**src/rtl/dacfe_pkg.sv**
```systemverilog
package dacfe_pkg;
  // Bit positions of the control inputs inside the synchronizer bundle
  localparam int IDX_SEL  = 0;
  localparam int IDX_LOAD = 1;
  localparam int IDX_CLK  = 2;
  localparam int IDX_DAT  = 3;
  localparam int NUM_IN   = 4;
  // Idle levels after reset: select high (deselected), others low
  localparam logic [NUM_IN-1:0] IN_IDLE = 4'b0001;
  // Channel indices within a frame word: A is the low slice, B the high
  localparam int CH_A   = 0;
  localparam int CH_B   = 1;
  localparam int NUM_CH = 2;
endpackage

```
**src/rtl/dacfe_sync.sv**
```systemverilog
module dacfe_sync #(
  parameter int W = 4,
  parameter int STAGES = 2,
  parameter logic [W-1:0] IDLE = '0
) (
  input  logic         clk,
  input  logic         rst,
  input  logic [W-1:0] async_i,
  output logic [W-1:0] lvl_o,
  output logic [W-1:0] rise_o,
  output logic [W-1:0] fall_o
);
  logic [W-1:0] stg [STAGES];
  logic [W-1:0] prev;

  always_ff @(posedge clk) begin
    if (rst) begin
      for (int i = 0; i < STAGES; i++) stg[i] <= IDLE;
      prev <= IDLE;
    end else begin
      stg[0] <= async_i;
      for (int i = 1; i < STAGES; i++) stg[i] <= stg[i-1];
      prev <= stg[STAGES-1];
    end
  end

  assign lvl_o  = stg[STAGES-1];
  assign rise_o = stg[STAGES-1] & ~prev;
  assign fall_o = ~stg[STAGES-1] & prev;
endmodule

```
**src/rtl/dacfe_shift.sv**
```systemverilog
module dacfe_shift #(
  parameter int FRAME_W = 24
) (
  input  logic               clk,
  input  logic               rst,
  input  logic               sel_lvl,
  input  logic               sel_fall,
  input  logic               bit_rise,
  input  logic               bit_fall,
  input  logic               dat,
  output logic [FRAME_W-1:0] word_o,
  output logic               ser_o,
  output logic               oe_o
);
  always_ff @(posedge clk) begin
    if (rst) begin
      word_o <= '0;
      ser_o  <= 1'b0;
      oe_o   <= 1'b0;
    end else begin
      oe_o <= ~sel_lvl;
      if (bit_rise && !sel_lvl)
        word_o <= {word_o[FRAME_W-2:0], dat};
      // present the oldest bit when selected and after each falling edge
      if (sel_fall || (bit_fall && !sel_lvl))
        ser_o <= word_o[FRAME_W-1];
    end
  end
endmodule

```
**src/rtl/dacfe_hold.sv**
```systemverilog
module dacfe_hold #(
  parameter int CODE_W = 12,
  parameter int NUM_CH = 2,
  localparam int FRAME_W = CODE_W * NUM_CH
) (
  input  logic               clk,
  input  logic               rst,
  input  logic               sel_rise,
  input  logic               load_lvl,
  input  logic               load_fall,
  input  logic [FRAME_W-1:0] word_i,
  output logic [CODE_W-1:0]  code_o [NUM_CH],
  output logic               strobe_o
);
  logic fire;
  // a load fall always leaves load low; a select rise counts only under low load
  assign fire = !load_lvl && (sel_rise || load_fall);

  for (genvar c = 0; c < NUM_CH; c++) begin : g_ch
    always_ff @(posedge clk) begin
      if (rst)       code_o[c] <= '0;
      else if (fire) code_o[c] <= word_i[c*CODE_W +: CODE_W];
    end
  end

  always_ff @(posedge clk) begin
    if (rst) strobe_o <= 1'b0;
    else     strobe_o <= fire;
  end
endmodule

```
**src/rtl/dual_dac_frontend.sv**
```systemverilog
module dual_dac_frontend #(
  parameter int CODE_W = 12,
  parameter int SYNC_STAGES = 2
) (
  input  logic              clk,
  input  logic              rst,
  input  logic              sel_n_i,
  input  logic              ser_clk_i,
  input  logic              ser_in_i,
  input  logic              load_n_i,
  output logic              ser_out_o,
  output logic              ser_out_en_o,
  output logic [CODE_W-1:0] code_a_o,
  output logic [CODE_W-1:0] code_b_o,
  output logic              update_o
);
  import dacfe_pkg::*;
  localparam int FRAME_W = CODE_W * NUM_CH;

  logic [NUM_IN-1:0] raw, lvl, rise, fall;
  logic [FRAME_W-1:0] word;
  logic [CODE_W-1:0] code [NUM_CH];
  logic sel_lvl, load_lvl;
  logic unused_edges;

  always_comb begin
    raw = '0;
    raw[IDX_SEL]  = sel_n_i;
    raw[IDX_LOAD] = load_n_i;
    raw[IDX_CLK]  = ser_clk_i;
    raw[IDX_DAT]  = ser_in_i;
  end

  dacfe_sync #(.W(NUM_IN), .STAGES(SYNC_STAGES), .IDLE(IN_IDLE)) u_sync (
    .clk(clk), .rst(rst), .async_i(raw),
    .lvl_o(lvl), .rise_o(rise), .fall_o(fall)
  );

  assign sel_lvl  = lvl[IDX_SEL];
  assign load_lvl = lvl[IDX_LOAD];
  assign unused_edges = &{1'b0, lvl[IDX_CLK], rise[IDX_DAT], fall[IDX_DAT],
                          rise[IDX_LOAD]};

  dacfe_shift #(.FRAME_W(FRAME_W)) u_shift (
    .clk(clk), .rst(rst),
    .sel_lvl(sel_lvl), .sel_fall(fall[IDX_SEL]),
    .bit_rise(rise[IDX_CLK]), .bit_fall(fall[IDX_CLK]),
    .dat(lvl[IDX_DAT]),
    .word_o(word), .ser_o(ser_out_o), .oe_o(ser_out_en_o)
  );

  dacfe_hold #(.CODE_W(CODE_W), .NUM_CH(NUM_CH)) u_hold (
    .clk(clk), .rst(rst),
    .sel_rise(rise[IDX_SEL]), .load_lvl(load_lvl), .load_fall(fall[IDX_LOAD]),
    .word_i(word), .code_o(code), .strobe_o(update_o)
  );

  assign code_a_o = code[CH_A];
  assign code_b_o = code[CH_B];
endmodule

```
**config.mk**
```make
export PLATFORM = sky130hd
export DESIGN_NAME = dual_dac_frontend
export DESIGN_NICKNAME = d
export VERILOG_FILES = /design/src/rtl/dacfe_pkg.sv /design/src/rtl/dacfe_sync.sv /design/src/rtl/dacfe_shift.sv /design/src/rtl/dacfe_hold.sv /design/src/rtl/dual_dac_frontend.sv
export SDC_FILE = /design/constraint.sdc
export NUM_CORES = 1
export LEC_CHECK = 0
export BUFFER_PORTS_ARGS = -buffer_cell sky130_fd_sc_hd__buf_2
export CELL_PAD_IN_SITES_DETAIL_PLACEMENT = 0
export CELL_PAD_IN_SITES_GLOBAL_PLACEMENT = 1
export CORE_MARGIN = 4
export CORE_UTILIZATION = 30
export CTS_CLUSTER_DIAMETER = 30
export DETAILED_ROUTE_END_ITERATION = 8
export GPL_ROUTABILITY_DRIVEN = 1
export PLACE_DENSITY = 0.66
export SLEW_MARGIN = 10
export SYNTH_ARGS = -nofsm -noshare
export SYNTH_HDL_FRONTEND = slang
export SYNTH_SLANG_ARGS = --single-unit
```
**constraint.sdc**
```tcl
create_clock -name clk -period 2.4 [get_ports clk]
set_input_delay 0.24 -clock clk [delete_from_list [all_inputs] [get_ports clk]]
set_output_delay 0.24 -clock clk [all_outputs]
set_load 0.01 [all_outputs]
```
==> impl_metrics.xml, run 1 <==
<?xml version="1.0" encoding="UTF-8"?>
<metrics>
  <group name="global_route">
    <metric name="overflow" unit="">0</metric>
    <metric name="grt_max_degree" unit="">55</metric>
    <metric name="grt_first_pass_wirelength" unit="µm">7110</metric>
    <metric name="first_global_vias" unit="">1523</metric>
    <metric name="grt.total_usage" unit="%">10.3</metric>
    <metric name="grt_antenna_before_repair" unit="">0</metric>
  </group>
  <group name="synthesis">
    <metric name="yosys.area.top_type" unit="">dfxtp_1</metric>
    <metric name="post_syn_instances" unit="">244</metric>
    <metric name="synthXorXnorAreaFrac" unit="%">0</metric>
    <metric name="mappedNetlistArea" unit="µm²">2320</metric>
    <metric name="multiplexer_share_of_the_synthesized_area" unit="%">10.8</metric>
    <metric name="post_synth_num_cell_types" unit="">16</metric>
    <metric name="synth_compound_area_share" unit="%">6.20</metric>
    <metric name="largest_family_of_logic_cells_by_synthesized_area" unit="">simple AND/OR/NAND/NOR gates</metric>
    <metric name="postSynthRegisterBits" unit="">62</metric>
    <metric name="yosysTopAreaCellShare" unit="%">53.5</metric>
    <metric name="seq_area_frac_synth" unit="%">53.5</metric>
    <metric name="synth.yosys.warnings" unit="">0</metric>
    <metric name="synth_simple_gate_area_share" unit="%">25.6</metric>
    <metric name="yosys-top-cells-area" unit="">dfxtp_1 (54%), nand2b_1 (13%), mux2i_1 (11%)</metric>
    <metric name="synthAdderAreaFrac" unit="%">0</metric>
    <metric name="synth_nets" unit="">250</metric>
    <metric name="mean_instance_size_in_the_synthesized_netlist" unit="µm²">9.51</metric>
  </group>
  <group name="setup_path">
    <metric name="reg2reg_from" unit="">u_sync.stg[0][4]</metric>
    <metric name="worst-endpoint-arrival" unit="ns">1.67</metric>
    <metric name="cell_by_cell_listing_of_the_critical_path" unit="">or3b_1, nand2_1, a21oi_1</metric>
    <metric name="timing.critical_path.required" unit="ns">2.58</metric>
    <metric name="worstSetupEndpointType" unit="">flip-flop</metric>
    <metric name="crit_buf_inv" unit="">0</metric>
    <metric name="critical-path-max-stage-delay" unit="ns">0.72</metric>
    <metric name="timing.setup.critical_path_class" unit="">flip-flop to flip-flop</metric>
    <metric name="cp_top_family" unit="">simple AND/OR/NAND/NOR gates</metric>
    <metric name="cell_type_of_the_slowest_stage_on_the_worst_timing_path" unit="">or3b_1</metric>
    <metric name="worst_setup_path_start_kind" unit="">flip-flop</metric>
    <metric name="worst_setup_path_startpoint" unit="">u_sync.stg[0][4]</metric>
    <metric name="critical_path.max_fanout" unit="">24</metric>
  </group>
  <group name="placement">
    <metric name="place_congestion" unit="">0.704</metric>
    <metric name="io_buffers" unit="">32</metric>
    <metric name="dp_wirelength" unit="µm">2500</metric>
  </group>
  <group name="floorplan">
    <metric name="start_util" unit="%">31.5</metric>
    <metric name="floorplan.rows" unit="">31</metric>
    <metric name="i_o_pins" unit="">33</metric>
    <metric name="die_outline_height" unit="µm">95.9</metric>
    <metric name="die_width" unit="µm">95.9</metric>
    <metric name="floorplan.core_area" unit="µm²">7370</metric>
    <metric name="die_area" unit="µm²">9200</metric>
  </group>
  <group name="clock_network">
    <metric name="post_cts_setup_repair_bufs" unit="">0</metric>
    <metric name="htree_depth" unit="">3</metric>
    <metric name="cts_sink_cnt" unit="">62</metric>
    <metric name="tritoncts_clock_tree" unit="">done</metric>
    <metric name="worst_setup_hold_path_clk_slew" unit="ns">0.06</metric>
    <metric name="tritoncts.num_buffers" unit="">9</metric>
    <metric name="cts_hold_buf" unit="">0</metric>
    <metric name="cts_buffer_depth" unit="">2</metric>
    <metric name="worstSkewPairLatency" unit="ns">0.33</metric>
    <metric name="cts-resized-gates" unit="">0</metric>
    <metric name="ctsRootBufferMaster" unit="">clkbuf_8</metric>
  </group>
  <group name="hold_path">
    <metric name="min-delay-path-class" unit="">input port to flip-flop</metric>
    <metric name="timing.hold.worst.start" unit="">sel_n_i</metric>
  </group>
  <group name="status">
    <metric name="outcome" unit="">finished, final reports clean</metric>
  </group>
  <group name="job">
    <metric name="maxCapViolCount" unit="">0</metric>
  </group>
  <group name="cells_and_area">
    <metric name="multi_input_comb_area" unit="µm²">987</metric>
    <metric name="final_common_cell" unit="">dfxtp_1</metric>
    <metric name="regArea" unit="µm²">1240</metric>
    <metric name="final_cell_mix" unit="">dfxtp_1 (62), nand2b_1 (50), nand2_1 (48)</metric>
    <metric name="filler_cell_count" unit="">766</metric>
    <metric name="fin_nets" unit="">280</metric>
    <metric name="drive_gt1_share" unit="%">19.1</metric>
    <metric name="area_overhead_vs_synth" unit="%">18.3</metric>
    <metric name="antenna-diode-count" unit="">0</metric>
  </group>
  <group name="timing">
    <metric name="timing.final.max_slew_violations" unit="">0</metric>
    <metric name="final.hold.worst_slack" unit="ns">0.0883</metric>
    <metric name="setup_total_negative_slack" unit="ns">0</metric>
    <metric name="finalSetupViolations" unit="">0</metric>
    <metric name="finalWorstPathRequiredPeriod" unit="ns">1.49</metric>
    <metric name="skew_final" unit="ns">0.00826</metric>
    <metric name="max_slew.worst_pin.slew" unit="ns">0.855</metric>
    <metric name="hold_violations" unit="">0</metric>
    <metric name="fin_crit_sh" unit="%">62.2</metric>
    <metric name="unrepaired_setup_endpoints_after_global_routing" unit="">false</metric>
    <metric name="max_slew_margin" unit="%">43.0</metric>
    <metric name="timing.fmax" unit="MHz">670</metric>
  </group>
  <group name="route">
    <metric name="antenna_violating_nets_post_route" unit="">0</metric>
    <metric name="wl_met2" unit="µm">1720</metric>
    <metric name="per_cell_routed_wire_length" unit="µm">11.0</metric>
    <metric name="wirelength_met1" unit="µm">2120</metric>
    <metric name="drt-pass1-iter-count" unit="">4</metric>
    <metric name="highest-signal-layer" unit="">met4</metric>
    <metric name="first_iter_violations" unit="">54</metric>
    <metric name="detail_route.drc_violations" unit="">0</metric>
    <metric name="via_count" unit="">1583</metric>
    <metric name="detail_route.vias_per_cell" unit="">4.20</metric>
    <metric name="route.met3.wl" unit="µm">273</metric>
    <metric name="postRouteWirelength" unit="µm">4160</metric>
  </group>
  <group name="power">
    <metric name="power.ir.vdd_worst" unit="µV">358</metric>
    <metric name="power.static_leakage" unit="nW">0.994</metric>
    <metric name="power.density" unit="nW/µm²">724</metric>
  </group>
</metrics>
==> path summary, 6_finish.rpt <==
kind                  endpoint  slack (ns)  depth (start not counted)
max reg2reg  u_shift.word_o[9]        0.91                          3
max          u_shift.word_o[9]        0.91                          3
min reg2reg   u_sync.stg[0][4]        0.41                          1
min           u_sync.stg[0][0]        0.09                          2
==> metrics by stage <==
| stage | std cells | total power, mW | instance area (µm²) | worst slack [ns] | util [%] |
|---|---|---|---|---|---|
| 2_1_floorplan | 244 | 1.12 | 2320 | 1.20 | - |
| 3_3_place_gp | 362 | 1.13 | 2550 | 0.901 | 34.7 |
| 3_5_place_dp | 362 | 1.13 | 2550 | 0.896 | 34.7 |
| 4_1_cts | 377 | 2.03 | 2740 | 0.884 | 37.2 |
| 5_1_grt | 377 | 2.08 | 2740 | 0.708 | 37.2 |
| 6_report | 377 | 1.99 | 2740 | 0.907 | 37.2 |
==> state kept, by name, indices dropped and copies added, names as in the netlist <==
register and cells:
u_shift.oe_o 1, u_shift.ser_o 1, u_hold.strobe_o 1, u_hold.code_o 24, u_shift.word_o 24, u_sync.stg 8
u_sync.prev 3
==> synthesized netlist by cell type <==
master,n
or2_2,2
a21oi_4,1
inv_1,2
nor3b_2,1
nor2_1,1
or3b_1,1
nand2b_1,50
mux2i_1,25
a21oi_1,24
nand2_1,48
dfxtp_1,62
clkbuf_1,7
nor2b_1,10
buf_6,2
buf_2,7
o21bai_1,1
==> metal layers <==
layer | vias to the layer above | global-route usage (%)
li1 | 838 | -
met1 | 704 | 12.4
met2 | 37 | 15.1
met3 | 4 | 5.55
met4 | 0 | 4.27
met5 | - | 0
==> where the power goes <==
group / switching [mW] / leakage [nW] / internal (mW)
clock network: 0.379 / 0.0952 / 0.499
registers: 0.00353 / 0.501 / 1.04
logic: 0.0343 / 0.398 / 0.0329
total: 0.417 / 0.994 / 1.57
==> cell families after synthesis <==
group / count (synthesis)
DFF: 62
muxes: 25
buffers and inverters: 18
and+or+nand+nor: 113
AOI/OAI and AO/OA: 26
==> cell type report <==
type | count | area share, %
Clock buffer | 11 | 5.15
Multi-Input combinational cell | 164 | 36.0
Timing Repair Buffer | 35 | 7.11
Clock inverter | 4 | 1.73
Inverter | 2 | 0.274
Sequential cell | 62 | 45.2
Tap cell | 99 | 4.51
Note: power is estimated with default switching activity, not from simulation.
==> run 2: changes to the inputs <==
ABC_AREA = 1   (was not set)
PLACE_DENSITY = 0.68   (was 0.66)
clock period = 1.5 ns   (was 2.4 ns; I/O delays follow)
==> run 2 against run 1 <==
Sequential share of layout area down 2.2 points. Count of clock-buffer cells in the layout unchanged. Register-to-register slack lost 0.62 ns. Global-route usage increased by 0.75 points. Total power up 83%. Largest cell class unchanged. Highest routed layer unchanged.
==> impl_metrics.xml, run 2 <==
<?xml version="1.0" encoding="UTF-8"?>
<metrics>
  <group name="route">
    <metric name="detail_route.vias_per_cell" unit="">4.44</metric>
    <metric name="detail_route.drc_violations" unit="">0</metric>
    <metric name="first_iter_violations" unit="">103</metric>
    <metric name="via_count" unit="">1994</metric>
    <metric name="antenna_violating_nets_post_route" unit="">0</metric>
    <metric name="postRouteWirelength" unit="µm">4810</metric>
    <metric name="per_cell_routed_wire_length" unit="µm">10.7</metric>
    <metric name="drt-pass1-iter-count" unit="">4</metric>
  </group>
  <group name="power">
    <metric name="power.ir.vdd_worst" unit="µV">448</metric>
    <metric name="power.density" unit="nW/µm²">1260</metric>
    <metric name="power.static_leakage" unit="nW">1.17</metric>
  </group>
  <group name="cells_and_area">
    <metric name="registers_with_the_highest_flip_flop_counts" unit="">u_hold.code_o x24, u_shift.word_o x24, u_sync.stg x8</metric>
    <metric name="fin_nets" unit="">349</metric>
    <metric name="final_common_cell" unit="">dfxtp_1</metric>
    <metric name="area_overhead_vs_synth" unit="%">19.7</metric>
    <metric name="drive_gt1_share" unit="%">20.2</metric>
    <metric name="filler_cell_count" unit="">860</metric>
    <metric name="utilization" unit="%">37.1</metric>
    <metric name="antenna-diode-count" unit="">0</metric>
    <metric name="final_cell_mix" unit="">dfxtp_1 (62), nand2_1 (52), nand3_1 (50)</metric>
    <metric name="layoutNonFillerInstCount" unit="">449</metric>
  </group>
  <group name="synthesis">
    <metric name="mean_instance_size_in_the_synthesized_netlist" unit="µm²">7.70</metric>
    <metric name="mappedNetlistArea" unit="µm²">2410</metric>
    <metric name="post_syn_instances" unit="">313</metric>
    <metric name="synthXorXnorAreaFrac" unit="%">0</metric>
    <metric name="synth_flop_cell" unit="">dfxtp_1</metric>
    <metric name="postSynthRegisterBits" unit="">62</metric>
    <metric name="synthMostInstantiatedCell" unit="">dfxtp_1</metric>
    <metric name="synth_simple_gate_area_share" unit="%">25.4</metric>
    <metric name="postSynth.asyncResetShare" unit="%">0</metric>
    <metric name="synth_edf_count" unit="">0</metric>
    <metric name="yosysTopAreaCellShare" unit="%">51.5</metric>
    <metric name="largest_family_of_logic_cells_by_synthesized_area" unit="">simple AND/OR/NAND/NOR gates</metric>
    <metric name="seq_area_frac_synth" unit="%">51.5</metric>
    <metric name="synth_nets" unit="">319</metric>
    <metric name="multiplexer_share_of_the_synthesized_area" unit="%">0</metric>
    <metric name="post_synth_num_cell_types" unit="">16</metric>
    <metric name="synth_compound_area_share" unit="%">11.6</metric>
    <metric name="yosys-top-cells-area" unit="">dfxtp_1 (51%), nand3_1 (10%), a21oi_1 (8.3%)</metric>
    <metric name="synth.cells.most_frequent" unit="">dfxtp_1 (62), nand2_1 (52), nand3_1 (50)</metric>
    <metric name="synth.yosys.warnings" unit="">0</metric>
    <metric name="yosys.area.top_type" unit="">dfxtp_1</metric>
    <metric name="synthAdderAreaFrac" unit="%">0</metric>
  </group>
  <group name="setup_path">
    <metric name="worst-endpoint-arrival" unit="ns">1.45</metric>
    <metric name="worstSetupEndpointType" unit="">flip-flop</metric>
    <metric name="timing.critical_path.required" unit="ns">1.73</metric>
    <metric name="worst_setup_path_start_kind" unit="">flip-flop</metric>
    <metric name="timing.setup.critical_path_class" unit="">flip-flop to flip-flop</metric>
    <metric name="critical_path.max_fanout" unit="">40</metric>
  </group>
  <group name="global_route">
    <metric name="first_global_vias" unit="">1825</metric>
    <metric name="grt_first_pass_wirelength" unit="µm">8540</metric>
    <metric name="grt.total_usage" unit="%">11.0</metric>
    <metric name="overflow" unit="">0</metric>
    <metric name="grt_antenna_before_repair" unit="">0</metric>
    <metric name="grt_max_degree" unit="">51</metric>
  </group>
  <group name="timing">
    <metric name="unrepaired_setup_endpoints_after_global_routing" unit="">false</metric>
    <metric name="max_slew.worst_pin.slew" unit="ns">0.430</metric>
    <metric name="finalSetupViolations" unit="">0</metric>
    <metric name="finalWorstPathRequiredPeriod" unit="ns">1.21</metric>
    <metric name="fin_crit_sh" unit="%">81.0</metric>
    <metric name="timing.final.max_slew_violations" unit="">0</metric>
    <metric name="max_slew_margin" unit="%">71.2</metric>
    <metric name="timing.fmax" unit="MHz">823</metric>
    <metric name="hold_violations" unit="">0</metric>
    <metric name="setup_total_negative_slack" unit="ns">0</metric>
    <metric name="fin_ws" unit="ns">0.286</metric>
    <metric name="skew_final" unit="ns">0.0106</metric>
  </group>
  <group name="clock_network">
    <metric name="post_cts_setup_repair_bufs" unit="">0</metric>
    <metric name="htree_depth" unit="">3</metric>
    <metric name="tritoncts.num_buffers" unit="">9</metric>
    <metric name="worstSkewPairLatency" unit="ns">0.34</metric>
    <metric name="cts-resized-gates" unit="">0</metric>
    <metric name="worst_setup_hold_path_clk_slew" unit="ns">0.07</metric>
    <metric name="cts_sink_cnt" unit="">62</metric>
    <metric name="cts_buffer_depth" unit="">2</metric>
    <metric name="tritoncts_clock_tree" unit="">done</metric>
    <metric name="ctsRootBufferMaster" unit="">clkbuf_8</metric>
  </group>
  <group name="floorplan">
    <metric name="floorplan.core_area" unit="µm²">7770</metric>
    <metric name="i_o_pins" unit="">33</metric>
    <metric name="start_util" unit="%">31.0</metric>
    <metric name="die_area" unit="µm²">9540</metric>
    <metric name="floorplan.rows" unit="">32</metric>
    <metric name="die_width" unit="µm">97.7</metric>
    <metric name="die_outline_height" unit="µm">97.7</metric>
  </group>
  <group name="job">
    <metric name="maxCapViolCount" unit="">0</metric>
  </group>
  <group name="placement">
    <metric name="place_congestion" unit="">0.718</metric>
    <metric name="placed_cells_incl_taps" unit="">431</metric>
    <metric name="io_buffers" unit="">32</metric>
    <metric name="dp_wirelength" unit="µm">2970</metric>
    <metric name="detailedPlace.worstSlack" unit="ns">0.259</metric>
  </group>
  <group name="hold_path">
    <metric name="min-delay-path-class" unit="">input port to flip-flop</metric>
  </group>
  <group name="status">
    <metric name="outcome" unit="">finished, final reports clean</metric>
  </group>
</metrics>
==> run 2: changes by cell type after synthesis, sizes merged, moves of 6 or more <==
cell,delta
a21oi,+24
buf,+8
inv,+36
mux2i,-25
nand2,+6
nand2b,-50
nand3,+50
nor2,+35
nor2b,-10
==> run 2: timing repair <==
| item | in CTS | in global routing |
|---|---|---|
| hold buffers | 3 | 0 |
| endpoints found under the hold margin | 3 | 0 |
| setup endpoints to repair | 0 | 0 |
==> run 2: final timing paths <==
check	slack [ns]	cells past startpoint	start	end
setup / recovery	0.29	6	u_sync.stg[0][4]	u_hold.code_o[13]
hold / removal	0.02	3	ser_in_i	u_sync.stg[0][3]
setup reg to reg	0.29	6	u_sync.stg[0][4]	u_hold.code_o[13]
hold reg to reg	0.40	2	u_sync.stg[0][3]	u_sync.stg[0][7]
==> run 2: worst max-delay path: stages (launching register included) <==
cell     delay, ns
dfxtp_1       0.37
nand2_1       0.08
nand2_2       0.20
buf_12        0.25
nand3_1       0.11
nand2_1       0.07
nor2_1        0.04
==> run 2: per-stage QoR <==
step / cell area [µm²] / hold slack (ns) / power [mW]
after floorplan: 2410 / 0.254 / 1.95
after global placement: 2630 / 0.335 / 2.02
after detailed placement: 2630 / 0.335 / 2.03
after CTS: 2890 / 0.000101 / 3.69
after global routing: 2890 / 0.0156 / 3.80
final: 2890 / 0.0205 / 3.63
==> run 2: cells by family (layout without fill, tap and decap cells) <==
kind of cell | Yosys count | after routing
flops | 62 | 62
compound gates | 49 | 49
buf+inv | 60 | 94
simple gates | 142 | 142
==> run 2: cell type report <==
type | count | area (µm²) | area share (%)
inverter | 38 | 143 | 4.94
multi-input combinational | 191 | 892 | 30.9
sequential | 62 | 1240 | 43.0
clock inverter | 4 | 70.1 | 2.43
clock buffer | 11 | 151 | 5.25
timing repair buffer | 41 | 260 | 9.02
tap | 102 | 128 | 4.42
==> run 2: routing by layer <==
layer	routed length (µm)	GRT usage (%)	vias to the layer above
met5	0	0	-
met3	241	3.37	14
met4	132	6.71	0
li1	-	-	1047
met1	2430	14.3	895
met2	2000	15.9	38
==> run 2: power breakdown <==
group	internal [mW]	switching (mW)	leakage, nW
registers	1.70	0.0227	0.504
clock network	1.01	0.632	0.115
logic	0.105	0.162	0.548
==> run 3: changes to the inputs <==
PLACE_DENSITY = 0.7   (was 0.68)
clock period = 1.1 ns   (was 1.5 ns; I/O delays follow)
==> run 3 against run 2 <==
Wire length grew 10%. Sequential power grew 37%. Final cell count increased by 2.7%. Combinational power increased by 77%. Die area unchanged. Sequential share of layout area fell by 3.5 points. Register-to-register slack lost 0.24 ns. Worst hold slack better by 0.054 ns. Global-route usage rose by 0.14 points. Total power is 27% higher. Count of clock-buffer cells in the layout rose by 2.
==> impl_metrics.xml, run 3 (synthesis results as in run 2) <==
<?xml version="1.0" encoding="UTF-8"?>
<metrics>
  <group name="placement">
    <metric name="dp_wirelength" unit="µm">3190</metric>
    <metric name="io_buffers" unit="">32</metric>
    <metric name="place_congestion" unit="">0.727</metric>
    <metric name="placed_cells_incl_taps" unit="">436</metric>
    <metric name="detailedPlace.worstSlack" unit="ns">-0.0111</metric>
    <metric name="detailed_place.area" unit="µm²">2700</metric>
  </group>
  <group name="timing">
    <metric name="max_slew.worst_pin.slew" unit="ns">0.437</metric>
    <metric name="max_slew_margin" unit="%">70.8</metric>
    <metric name="finalSetupViolations" unit="">0</metric>
    <metric name="timing.final.max_slew_violations" unit="">0</metric>
    <metric name="setup_total_negative_slack" unit="ns">0</metric>
    <metric name="unrepaired_setup_endpoints_after_global_routing" unit="">true</metric>
    <metric name="finalWorstPathRequiredPeriod" unit="ns">1.06</metric>
    <metric name="timing.fmax" unit="MHz">946</metric>
    <metric name="fin_crit_sh" unit="%">96.1</metric>
    <metric name="skew_final" unit="ns">0.00553</metric>
    <metric name="hold_violations" unit="">0</metric>
    <metric name="fin_ws" unit="ns">0.0424</metric>
  </group>
  <group name="route">
    <metric name="via_count" unit="">2034</metric>
    <metric name="first_iter_violations" unit="">99</metric>
    <metric name="drt-pass1-iter-count" unit="">4</metric>
    <metric name="per_cell_routed_wire_length" unit="µm">11.5</metric>
    <metric name="detail_route.drc_violations" unit="">0</metric>
    <metric name="detail_route.vias_per_cell" unit="">4.41</metric>
    <metric name="postRouteWirelength" unit="µm">5290</metric>
    <metric name="antenna_violating_nets_post_route" unit="">0</metric>
  </group>
  <group name="setup_path">
    <metric name="worstSetupEndpointType" unit="">flip-flop</metric>
    <metric name="critical_path.max_fanout" unit="">8</metric>
    <metric name="worst_setup_path_start_kind" unit="">flip-flop</metric>
    <metric name="timing.setup.critical_path_class" unit="">flip-flop to flip-flop</metric>
    <metric name="timing.critical_path.required" unit="ns">1.36</metric>
    <metric name="worst-endpoint-arrival" unit="ns">1.32</metric>
  </group>
  <group name="floorplan">
    <metric name="die_outline_height" unit="µm">97.7</metric>
    <metric name="die_area" unit="µm²">9540</metric>
    <metric name="die_width" unit="µm">97.7</metric>
    <metric name="i_o_pins" unit="">33</metric>
    <metric name="floorplan.core_area" unit="µm²">7770</metric>
    <metric name="start_util" unit="%">31.0</metric>
    <metric name="floorplan.rows" unit="">32</metric>
  </group>
  <group name="global_route">
    <metric name="first_global_vias" unit="">1797</metric>
    <metric name="grt_first_pass_wirelength" unit="µm">8600</metric>
    <metric name="grt.total_usage" unit="%">11.1</metric>
    <metric name="grt_max_degree" unit="">33</metric>
    <metric name="grt_antenna_before_repair" unit="">0</metric>
    <metric name="overflow" unit="">0</metric>
  </group>
  <group name="cells_and_area">
    <metric name="registers_with_the_highest_flip_flop_counts" unit="">u_hold.code_o x24, u_shift.word_o x24, u_sync.stg x8</metric>
    <metric name="area_overhead_vs_synth" unit="%">30.5</metric>
    <metric name="layoutNonFillerInstCount" unit="">461</metric>
    <metric name="final_area" unit="µm²">3150</metric>
    <metric name="drive_gt1_share" unit="%">25.6</metric>
    <metric name="final_common_cell" unit="">dfxtp_1</metric>
    <metric name="final_cell_mix" unit="">dfxtp_1 (59), nand2_1 (51), nand3_1 (49)</metric>
    <metric name="antenna-diode-count" unit="">0</metric>
    <metric name="fin_nets" unit="">362</metric>
  </group>
  <group name="clock_network">
    <metric name="tritoncts.num_buffers" unit="">9</metric>
    <metric name="cts_sink_cnt" unit="">62</metric>
    <metric name="cts_buffer_depth" unit="">2</metric>
    <metric name="tritoncts_clock_tree" unit="">done</metric>
    <metric name="htree_depth" unit="">3</metric>
    <metric name="ctsRootBufferMaster" unit="">clkbuf_8</metric>
    <metric name="worstSkewPairLatency" unit="ns">0.34</metric>
    <metric name="worst_setup_hold_path_clk_slew" unit="ns">0.06</metric>
  </group>
  <group name="power">
    <metric name="power.static_leakage" unit="nW">1.26</metric>
    <metric name="power.ir.vdd_worst" unit="µV">433</metric>
    <metric name="total_power" unit="mW">4.62</metric>
    <metric name="power.density" unit="nW/µm²">1470</metric>
  </group>
  <group name="hold_path">
    <metric name="min-delay-path-class" unit="">input port to flip-flop</metric>
  </group>
  <group name="status">
    <metric name="outcome" unit="">finished, final reports clean</metric>
  </group>
  <group name="job">
    <metric name="maxCapViolCount" unit="">0</metric>
  </group>
</metrics>
-- run 3: cell count changes in the layout (fill, tap and decap cells not counted), moves of 2 or more --
cell       change
inv_2          +2
inv_1          -2
bufinv_16      -2
dfxtp_1        -3
clkbuf_16      +5
buf_6          +3
a21oi_1        -5
nand2_8        +2
buf_12         +3
dfxtp_2        +3
a21oi_2        +4
-- run 3: stage by stage --
step	hold WS (ns)	util, %
2_1_floorplan	0.214	-
3_3_place_gp	0.302	34.7
3_5_place_dp	0.305	34.7
4_1_cts	0.0596	37.5
5_1_grt	0.0980	40.5
6_report	0.0743	40.5
-- run 3: power by group --
group | leakage [nW] | internal [mW] | switching, mW
clock | 0.0914 | 0.975 | 0.823
combinational | 0.665 | 0.217 | 0.254
sequential | 0.504 | 2.32 | 0.0334
total | 1.26 | 3.51 | 1.11
-- run 3: metal layers --
metal | global-route usage (%) | share of wire, %
met5 | 0 | 0
met3 | 3.45 | 4.3
met2 | 16.3 | 43
met4 | 6.39 | 2.2
met1 | 14.4 | 51
-- run 3: critical path, cell delays in order (launching register included) --
cell       delay (ns)
dfxtp_2          0.32
inv_2            0.05
nor2_4           0.14
buf_12           0.14
clkbuf_16        0.14
nand3_1          0.06
a21oi_1          0.14
-- run 3: what timing repair did --
action,4_1_cts,5_1_grt
cloned,0,6
setup endpoints to repair,16,39
pin swaps,0,12
setup buffers,0,1
resized for setup,1,20
hold buffers,4,0
endpoints found under the hold margin,4,0
-- run 3: worst paths after layout --
| path | startpoint | end | slack [ns] | cells after the start |
|---|---|---|---|---|
| worst max-delay path | u_sync.stg[0][6] | u_shift.word_o[7] | 0.04 | 6 |
| worst min-delay path | rst | u_sync.stg[0][4] | 0.07 | 2 |
| worst max register to register | u_sync.stg[0][6] | u_shift.word_o[7] | 0.04 | 6 |
| worst min register to register | u_sync.stg[0][3] | u_sync.stg[0][7] | 0.40 | 2 |
-- run 3: final cells by class --
type / count / area, µm²
fillers: 822 / 4620
flip-flops and latches: 62 / 1240
multi-input cells: 191 / 953
repair buffers: 54 / 504
clock buffers: 13 / 169
inverters: 38 / 143
well taps: 102 / 128
clock inverters: 1 / 5.00
